**src/rtl/conv_smp_pkg.sv**
```systemverilog
package conv_smp_pkg;
  typedef enum logic [1:0] {
    ST_IDLE    = 2'd0,
    ST_ACQUIRE = 2'd1,
    ST_DONE    = 2'd2,
    ST_OUTPUT  = 2'd3
  } seq_state_e;
endpackage

```
**src/rtl/conv_rate_tick.sv**
```systemverilog
module conv_rate_tick #(
  parameter int unsigned DIV = 1133
) (
  input  logic clk_i,
  input  logic rst_ni,
  output logic tick_o
);
  localparam int unsigned CW = (DIV > 2) ? $clog2(DIV) : 1;
  localparam logic [CW-1:0] LAST = CW'(DIV - 1);

  logic [CW-1:0] cnt_q;

  always_ff @(posedge clk_i or negedge rst_ni) begin
    if (!rst_ni)            cnt_q <= '0;
    else if (cnt_q == LAST) cnt_q <= '0;
    else                    cnt_q <= cnt_q + 1'b1;
  end

  assign tick_o = (cnt_q == LAST);

  AST_TICK_SPACED: assert property (@(posedge clk_i) disable iff (!rst_ni)
    tick_o |=> !tick_o);
endmodule

```
**src/rtl/conv_seq_fsm.sv**
```systemverilog
module conv_seq_fsm
  import conv_smp_pkg::*;
(
  input  logic clk_i,
  input  logic rst_ni,
  input  logic tick_i,
  input  logic adc_done_i,
  input  logic dac_done_i,
  output logic cap_o,
  output logic adc_cs_o,
  output logic rd_en_o,
  output logic wr_en_o,
  output logic done_o,
  output logic sync_o
);
  seq_state_e state_q, state_d;
  logic pend_q, sync_q;
  logic start;

  assign start = (state_q == ST_IDLE) && (tick_i || pend_q);

  always_comb begin
    state_d = state_q;
    unique case (state_q)
      ST_IDLE:    if (start) state_d = ST_ACQUIRE;
      ST_ACQUIRE: if (adc_done_i) state_d = ST_DONE;
      ST_DONE:    state_d = ST_OUTPUT;
      ST_OUTPUT:  if (dac_done_i) state_d = ST_IDLE;
      default:    state_d = ST_IDLE;
    endcase
  end

  always_ff @(posedge clk_i or negedge rst_ni) begin
    if (!rst_ni) begin
      state_q <= ST_IDLE;
      pend_q  <= 1'b0;
      sync_q  <= 1'b0;
    end else begin
      state_q <= state_d;
      // tick while busy is held for one later start
      if (start)       pend_q <= 1'b0;
      else if (tick_i) pend_q <= 1'b1;
      if (state_q == ST_DONE) sync_q <= ~sync_q;
    end
  end

  assign cap_o    = (state_q == ST_ACQUIRE) && adc_done_i;
  assign adc_cs_o = (state_q == ST_ACQUIRE);
  assign rd_en_o  = (state_q == ST_ACQUIRE);
  assign wr_en_o  = (state_q == ST_OUTPUT);
  assign done_o   = (state_q == ST_DONE);
  assign sync_o   = sync_q;

  AST_CS_AFTER_TICK: assert property (@(posedge clk_i) disable iff (!rst_ni)
    (state_q == ST_IDLE && tick_i) |=> adc_cs_o);
  AST_EN_EXCLUSIVE: assert property (@(posedge clk_i) disable iff (!rst_ni)
    wr_en_o |-> !adc_cs_o);
  AST_DONE_PULSE: assert property (@(posedge clk_i) disable iff (!rst_ni)
    done_o |=> !done_o && wr_en_o);
  AST_SYNC_TOGGLE: assert property (@(posedge clk_i) disable iff (!rst_ni)
    done_o |=> (sync_o != $past(sync_o)));
  AST_SYNC_HOLD: assert property (@(posedge clk_i) disable iff (!rst_ni)
    !done_o |=> $stable(sync_o));
  AST_PEND_SERVED: assert property (@(posedge clk_i) disable iff (!rst_ni)
    (state_q == ST_IDLE && pend_q) |=> adc_cs_o);
endmodule

```
**src/rtl/conv_sipo_line.sv**
```systemverilog
module conv_sipo_line #(
  parameter int unsigned W    = 16,
  parameter int unsigned TAPS = 8
) (
  input  logic              clk_i,
  input  logic              rst_ni,
  input  logic              shift_i,
  input  logic [W-1:0]      din_i,
  output logic [TAPS*W-1:0] taps_o
);
  logic [W-1:0] tap_q [TAPS];

  for (genvar k = 0; k < TAPS; k++) begin : g_tap
    logic [W-1:0] src;
    if (k == 0) begin : g_head
      assign src = din_i;
    end else begin : g_body
      assign src = tap_q[k-1];
    end
    always_ff @(posedge clk_i or negedge rst_ni) begin
      if (!rst_ni)      tap_q[k] <= '0;
      else if (shift_i) tap_q[k] <= src;
    end
    assign taps_o[k*W +: W] = tap_q[k];
  end
endmodule

```
**src/rtl/conv_sample_ctrl.sv**
```systemverilog
module conv_sample_ctrl #(
  parameter int unsigned CLK_HZ    = 50_000_000,
  parameter int unsigned SAMPLE_HZ = 44_100,
  parameter int unsigned W         = 16,
  parameter int unsigned TAPS      = 8
) (
  input  logic              clk_i,
  input  logic              rst_ni,
  input  logic              adc_done_i,
  input  logic [W-1:0]      adc_data_i,
  input  logic              dac_done_i,
  input  logic [W-1:0]      filt_data_i,
  output logic              adc_cs_o,
  output logic              adc_rd_en_o,
  output logic              dac_wr_en_o,
  output logic              dac_sync_o,
  output logic              smp_done_o,
  output logic [TAPS*W-1:0] x_taps_o,
  output logic [TAPS*W-1:0] y_taps_o
);
  localparam int unsigned DIV = CLK_HZ / SAMPLE_HZ;

  logic         tick, cap;
  logic [W-1:0] sample_q;

  conv_rate_tick #(.DIV(DIV)) u_tick (
    .clk_i  (clk_i),
    .rst_ni (rst_ni),
    .tick_o (tick)
  );

  conv_seq_fsm u_fsm (
    .clk_i      (clk_i),
    .rst_ni     (rst_ni),
    .tick_i     (tick),
    .adc_done_i (adc_done_i),
    .dac_done_i (dac_done_i),
    .cap_o      (cap),
    .adc_cs_o   (adc_cs_o),
    .rd_en_o    (adc_rd_en_o),
    .wr_en_o    (dac_wr_en_o),
    .done_o     (smp_done_o),
    .sync_o     (dac_sync_o)
  );

  always_ff @(posedge clk_i or negedge rst_ni) begin
    if (!rst_ni)  sample_q <= '0;
    else if (cap) sample_q <= adc_data_i;
  end

  conv_sipo_line #(.W(W), .TAPS(TAPS)) u_xline (
    .clk_i   (clk_i),
    .rst_ni  (rst_ni),
    .shift_i (smp_done_o),
    .din_i   (sample_q),
    .taps_o  (x_taps_o)
  );

  conv_sipo_line #(.W(W), .TAPS(TAPS)) u_yline (
    .clk_i   (clk_i),
    .rst_ni  (rst_ni),
    .shift_i (smp_done_o),
    .din_i   (filt_data_i),
    .taps_o  (y_taps_o)
  );

  AST_TAPS_HOLD: assert property (@(posedge clk_i) disable iff (!rst_ni)
    !smp_done_o |=> ($stable(x_taps_o) && $stable(y_taps_o)));
  AST_NEWEST_X: assert property (@(posedge clk_i) disable iff (!rst_ni)
    cap |=> ##1 (x_taps_o[W-1:0] == $past(adc_data_i, 2)));
  AST_NEWEST_Y: assert property (@(posedge clk_i) disable iff (!rst_ni)
    smp_done_o |=> (y_taps_o[W-1:0] == $past(filt_data_i)));
endmodule

```
**config.mk**
```make
export PLATFORM = sky130hd
export DESIGN_NAME = conv_sample_ctrl
export DESIGN_NICKNAME = d
export VERILOG_FILES = /design/src/rtl/conv_smp_pkg.sv /design/src/rtl/conv_rate_tick.sv /design/src/rtl/conv_seq_fsm.sv /design/src/rtl/conv_sipo_line.sv /design/src/rtl/conv_sample_ctrl.sv
export SDC_FILE = /design/constraint.sdc
export NUM_CORES = 1
export LEC_CHECK = 0
export ABC_CLOCK_PERIOD_IN_PS = 1700
export BUFFER_PORTS_ARGS = -buffer_cell sky130_fd_sc_hd__buf_2
export CORE_MARGIN = 2
export CORE_UTILIZATION = 47
export DETAILED_ROUTE_END_ITERATION = 8
export PLACE_DENSITY_LB_ADDON = 0.3
export SYNTH_ARGS = -nofsm -noshare
export SYNTH_HDL_FRONTEND = slang
export SYNTH_SLANG_ARGS = --single-unit
```
**constraint.sdc**
```tcl
create_clock -name clk_i -period 1.7 [get_ports clk_i]
set_input_delay 0.51 -clock clk_i [delete_from_list [all_inputs] [get_ports clk_i]]
set_output_delay 0.51 -clock clk_i [all_outputs]
set_load 0.01 [all_outputs]
```
# Word level (Yosys, flattened, before mapping)
# Index checks and enable logic that the tools add are counted.
# Widths: inputs -> output; s select.
totals:
  wordCells: 43
  output_inout_bits: 261
  register_bits: 287
op_classes:
  reduce_logical: 6
  muxes: 7
  add_sub_neg: 1
  n_bitwise: 1
  eq_ne: 7
op_table:
  columns: ["op", "count"]
  rows:
  - ["$add 11x1->11 const B", 1]
  - ["$eq 11x11->1 const B", 1]
  - ["$mux 11", 1]
  - ["$pmux 2 s4", 1]
  - ["$mux 2", 3]
  - ["$eq 2x2->1 const B", 2]
  - ["$ne 2x2->1 const B", 2]
  - ["$reduce_and 3->1", 1]
  - ["$eq 2x1->1 const B", 1]
  - ["$logic_and 1x1->1", 2]
  - ["$logic_not 2->1", 1]
  - ["$mux 1", 2]
  - ["$ne 2x1->1 const B", 1]
  - ["$reduce_bool 2->1", 1]
  - ["$logic_or 1x1->1", 1]
  - ["$not 1->1", 1]

# Logic depth before layout (Yosys ltp)
logic_depth:
  word_depth: 5
  depth_mapped: 6
  mapped_depth_nobuf: 6

# Cells and area by module
# Synthesis repeated with hierarchy kept, for this count alone.
unflattened:
  hier_cells: 646
  area_unflattened_um2: 11088.1
by_module_without_submodules:
  columns: ["mod", "n_inst", "cells_per_inst", "seq_area_each_um2", "area_each_um2"]
  rows:
  - ["conv_sipo_line", 2, 270, 3203.1, 4822.1]
  - ["conv_sample_ctrl", 1, 34, 400.4, 649.4]
  - ["conv_rate_tick", 1, 50, 275.3, 551.8]
  - ["conv_seq_fsm", 1, 22, 100.1, 242.7]

# Least setup slack after synthesis
# Ideal clock, no wire load.
synth_path:
  kind: "reg2reg"
  start: "register u_fsm.state_q[0]"
  end: "register u_xline.tap_q, in the netlist u_xline.g_tap[1].src[11]"
  path_slack_ns: -0.275
  path_stages_with_launch: 7
  required_ns: 1.575
  path_buffers: 3
  arrival_time_ns: 1.850
  cell_sequence: "dfrtp_1 > inv_1 > ha_1 > clkbuf_1 > clkbuf_1 > clkbuf_1 > mux2_2"
synth_via:
  elab_chain_len: 1
synth_rtl:
  columns: ["item", "line_no", "text"]
  rows:
  - ["from (decl)", "conv_seq_fsm.sv:16", "seq_state_e state_q, state_d;"]
  - ["from (signal assigned)", "conv_seq_fsm.sv:39", "state_q <= state_d;"]
  - ["$eq 2x2->1", "conv_seq_fsm.sv:51", "assign done_o = (state_q == ST_DONE);"]
  - ["named net smp_done_o", "conv_sample_ctrl.sv:17", "output logic smp_done_o,"]
  - ["to (signal, indexed assignment)", "conv_sipo_line.sv:22", "else if (shift_i) tap_q[k] <= src;"]
  - ["to (decl)", "conv_sipo_line.sv:11", "logic [W-1:0] tap_q [TAPS];"]
# The timed path passes the listed nets, and every way through them passes these cells.
# A chain may end at the register's enable or synchronous reset.

# Worst setup path in the final report
layout_path:
  start: "register u_fsm.state_q[1]"
  end: "output smp_done_o"
layout_via:
  elab_chain_len: 1
layout_rtl:
  columns: ["item", "line_no"]
  rows:
  - ["$eq 2x2->1", "conv_seq_fsm.sv:51"]
  - ["to (decl)", "conv_sample_ctrl.sv:17"]
# Every way passes these cells.

==> results.py <==
metrics = {
    "hold_path": {
        "hold_start": "filt_data_i[3]",
        "whs_endpoint": "u_yline.g_tap[1].src[3]",
        "hold_path_class": "input pin to register",
        "whs_path_depth": 2,
    },
    "yosys": {
        "yosysUniqueCellTypes": 25,
        "yosys.area.top_type": "dfrtp_1",
        "synth_common_cells": "dfrtp_1 (287), mux2_2 (272), buf_2 (15), clkbuf_1 (13), nor2_1 (12)",
        "syn-cell-area_um2": 10800,
        "synth-simple-area-share": 0.0144,
        "syn_area_per_cell_um2": 16.7,
        "synth_edf_count": 0,
        "muxShareOfSynthArea": 0.287,
        "synth_top_family_by_area": "multiplexers",
        "synthesis.nets": 689,
        "postSynthCellCount": 646,
        "synthTopCellsByArea": "dfrtp_1 (67%), mux2_2 (28%), ha_1 (0.81%)",
        "async_flop_share": 1.00,
        "synth_most_common_cell": "dfrtp_1",
        "synth.top_cell.area_share": 0.666,
        "synth_fa_ha_area_frac": 0.00813,
        "synth-xor-area-share": 0.00813,
        "synthFlopType": "dfrtp_1",
        "ys_seq_area_frac": 0.666,
        "synth-seq-cells": 287,
        "yosysWarnings": 0,
        "synth_compound_area_frac": 0.00151,
    },
    "power_and_ir_drop": {
        "internal_power_mw": 21.9,
        "power_frac_seq": 0.386,
        "comb_power_share": 0.413,
        "swShare": 0.332,
        "p_leak_nw": 6.87,
        "vdd_drop_max_mv": 1.29,
        "pwr-share-clk": 0.200,
        "powerDensity_nw_per_um2": 2310,
        "power.switching_mw": 10.9,
        "power_mw": 32.8,
    },
    "die": {
        "die_w_um": 155,
        "die_h_um": 155,
        "design.core.area_um2": 22600,
        "io_pins": 297,
        "die_area_um2": 24200,
        "rows": 55,
        "start_util": 0.477,
    },
    "place": {
        "gp_congestion": 0.771,
        "hpwl_um": 16600,
        "place_ws_ns": 0.0429,
        "port_buffers": 296,
        "dpl.cell_count": 1235,
    },
    "drt": {
        "wire_per_inst_um": 18.2,
        "vias_per_cell": 5.01,
        "first_iter_violations": 284,
        "via_count": 6527,
        "drtAntennaViolNets": 0,
        "totalWireLength_um": 23600,
        "firstDrtPassIters": 4,
        "drc_errors": 0,
    },
    "clock_network": {
        "clk_pin_slew_worst_paths_ns": 0.06,
        "numCtsBuffers": 30,
        "clk_latency_ns": 0.54,
        "clk_path_buf_depth": 3,
        "cts_tree": "built",
        "cts_sinks": 287,
        "htree_num_levels": 1,
        "root_buffer": "clkbuf_16",
    },
    "global_route": {
        "met1_usage": 0.258,
        "grt_max_degree": 61,
        "grt_pass1_wl_um": 36800,
        "use_met3": 0.0493,
        "grt_usage": 0.189,
        "top_usage_layer": "met2",
        "grt_pass1_vias": 6630,
        "grt_overflow": 0,
        "antenna_found_initial": 0,
        "use_met2": 0.304,
    },
    "critical_path": {
        "critPathArrivalTime_ns": 1.41,
        "r2r-end": "u_yline.g_tap[5].src[9]",
        "r2r.worst_path.cells": 6,
        "path_class": "register to output pin",
        "rrSetupSlack_ns": 0.03,
        "startpoint_type": "register",
        "crit_required_ns": 1.19,
        "cp_cell_sequence": "ha_4 > buf_12 > buf_6",
        "r2r-start": "u_fsm.state_q[0]",
        "end_kind": "output pin",
        "cp_slowest_stage_delay_ns": 0.45,
        "critPathBufInv": 2,
        "path_delay_family": "flip-flops",
        "slowest_stage": "dfrtp_2",
        "path_max_fanout": 4,
    },
    "cells_and_area": {
        "seqCellArea_um2": 7180,
        "instances_no_fill": 1302,
        "final_layout_size_suffix_gt1_frac": 0.661,
        "fin_nets": 1037,
        "insertedDiodeCount": 0,
        "synthToLayoutAreaGrowth_pct": 31.8,
        "fillCellCount": 1729,
        "multi_input_area_um2": 3460,
    },
    "sta": {
        "fin_crit_ns": 1.92,
        "finalHoldViolations": 0,
        "fmax_mhz": 522,
        "maxSlewViolCount": 0,
        "grt_setup_unrepaired": "yes",
        "worst_pin_slew_ns": 0.352,
        "slew_headroom": 0.766,
        "setup_slack_ns": -0.217,
        "period_share": 1.13,
        "skew_ns": 0.00992,
        "setup_violations": 4,
    },
    "run_status": {
        "violations": "setup timing",
        "status": "finished with violations",
    },
    "job": {
        "max-cap-violations": 0,
    },
}
## registers in the layout (all words and copies together), names as in the netlist
name / flops
u_xline.taps_o: 16
u_fsm.sync_o: 1
u_xline.g_tap.src: 112
u_tick.cnt_q: 11
sample_q: 16
u_fsm.state_q: 2
u_yline.taps_o: 16
u_fsm.pend_q: 1
u_yline.g_tap.src: 112
## power by group through the flow
stage,sequential (mW),combinational (mW),clock [mW]
3_5_place_dp,12.8,13.1,0
5_1_grt,13.1,14.6,7.00
3_3_place_gp,12.6,12.8,0
2_1_floorplan,13.7,6.66,0
6_report,12.7,13.6,6.56
4_1_cts,12.7,13.4,6.74
## how the worst max path moves through the flow
stage                           from          endpoint  slack (ns)  cells after the start
detailed placement   u_tick.cnt_q[9]  u_fsm.state_q[1]        0.04                      4
floorplan            u_tick.cnt_q[9]  u_fsm.state_q[1]       -0.07                      4
global route        u_fsm.state_q[0]        smp_done_o       -0.26                      4
global placement     u_tick.cnt_q[9]  u_fsm.state_q[1]        0.06                      4
CTS                 u_fsm.state_q[1]        smp_done_o       -0.24                      3
finish              u_fsm.state_q[1]        smp_done_o       -0.22                      3
## per-stage QoR
stage	util	hold WS, ns	instance area (µm²)	TNS [ns]
after global routing	0.629	0.183	14200	-2.00
after CTS	0.624	0.169	14100	-0.933
after floorplan	-	0.214	10900	-1.26
final	0.629	0.199	14200	-0.823
after global placement	0.575	0.371	13000	0
after detailed placement	0.575	0.374	13000	0
## cells in the final DEF, fill, tap and decap left out, drive strengths merged
cell type,count
ha,7
dfrtp,287
nor2,12
nand2,3
nor3,3
buf,342
nand4b,1
mux2i,1
or4b,1
and3,1
o21ai,1
nand3,4
dlygate4sd3,1
xnor2,5
nand2b,1
clkinv,2
bufbuf,1
a22oi,1
mux2,273
nand4,2
xor2,5
and2b,1
inv,7
bufinv,2
clkbuf,53
## layer usage
metal | vias up | share of wire
met5 | - | 0
met4 | 0 | 0.023
met3 | 39 | 0.074
met2 | 211 | 0.47
met1 | 3286 | 0.43
li1 | 2991 | -
## cell type report
class                   instances  share of cell area
clock buffers                  50              0.0653
repair buffers                347               0.153
clock inverters                 5             0.00573
flip-flops and latches        287               0.506
inverters                       6             0.00159
multi-input cells             322               0.244
well taps                     285              0.0251
## logic make-up (layout without fill, tap and decap cells)
kind of cell	Yosys count	count (layout)
flip-flops	287	287
AND/OR/NAND/NOR	29	29
buffers and inverters	37	408
XOR/XNOR	10	10
multiplexers	274	274
AO/OA/AOI/OAI	2	2
adder cells (fa/ha/maj)	7	7
## repair_timing
| action | CTS | global route |
|---|---|---|
| gates resized for setup | 6 | 3 |
| setup buffers | 4 | 3 |
| hold buffers | 1 | 0 |
| gates cloned | 1 | 3 |
| endpoints found under the setup margin | 4 | 110 |
| pin swaps | 1 | 1 |
| endpoints found under the hold margin | 18 | 0 |
(Power assumes the default switching activity.)
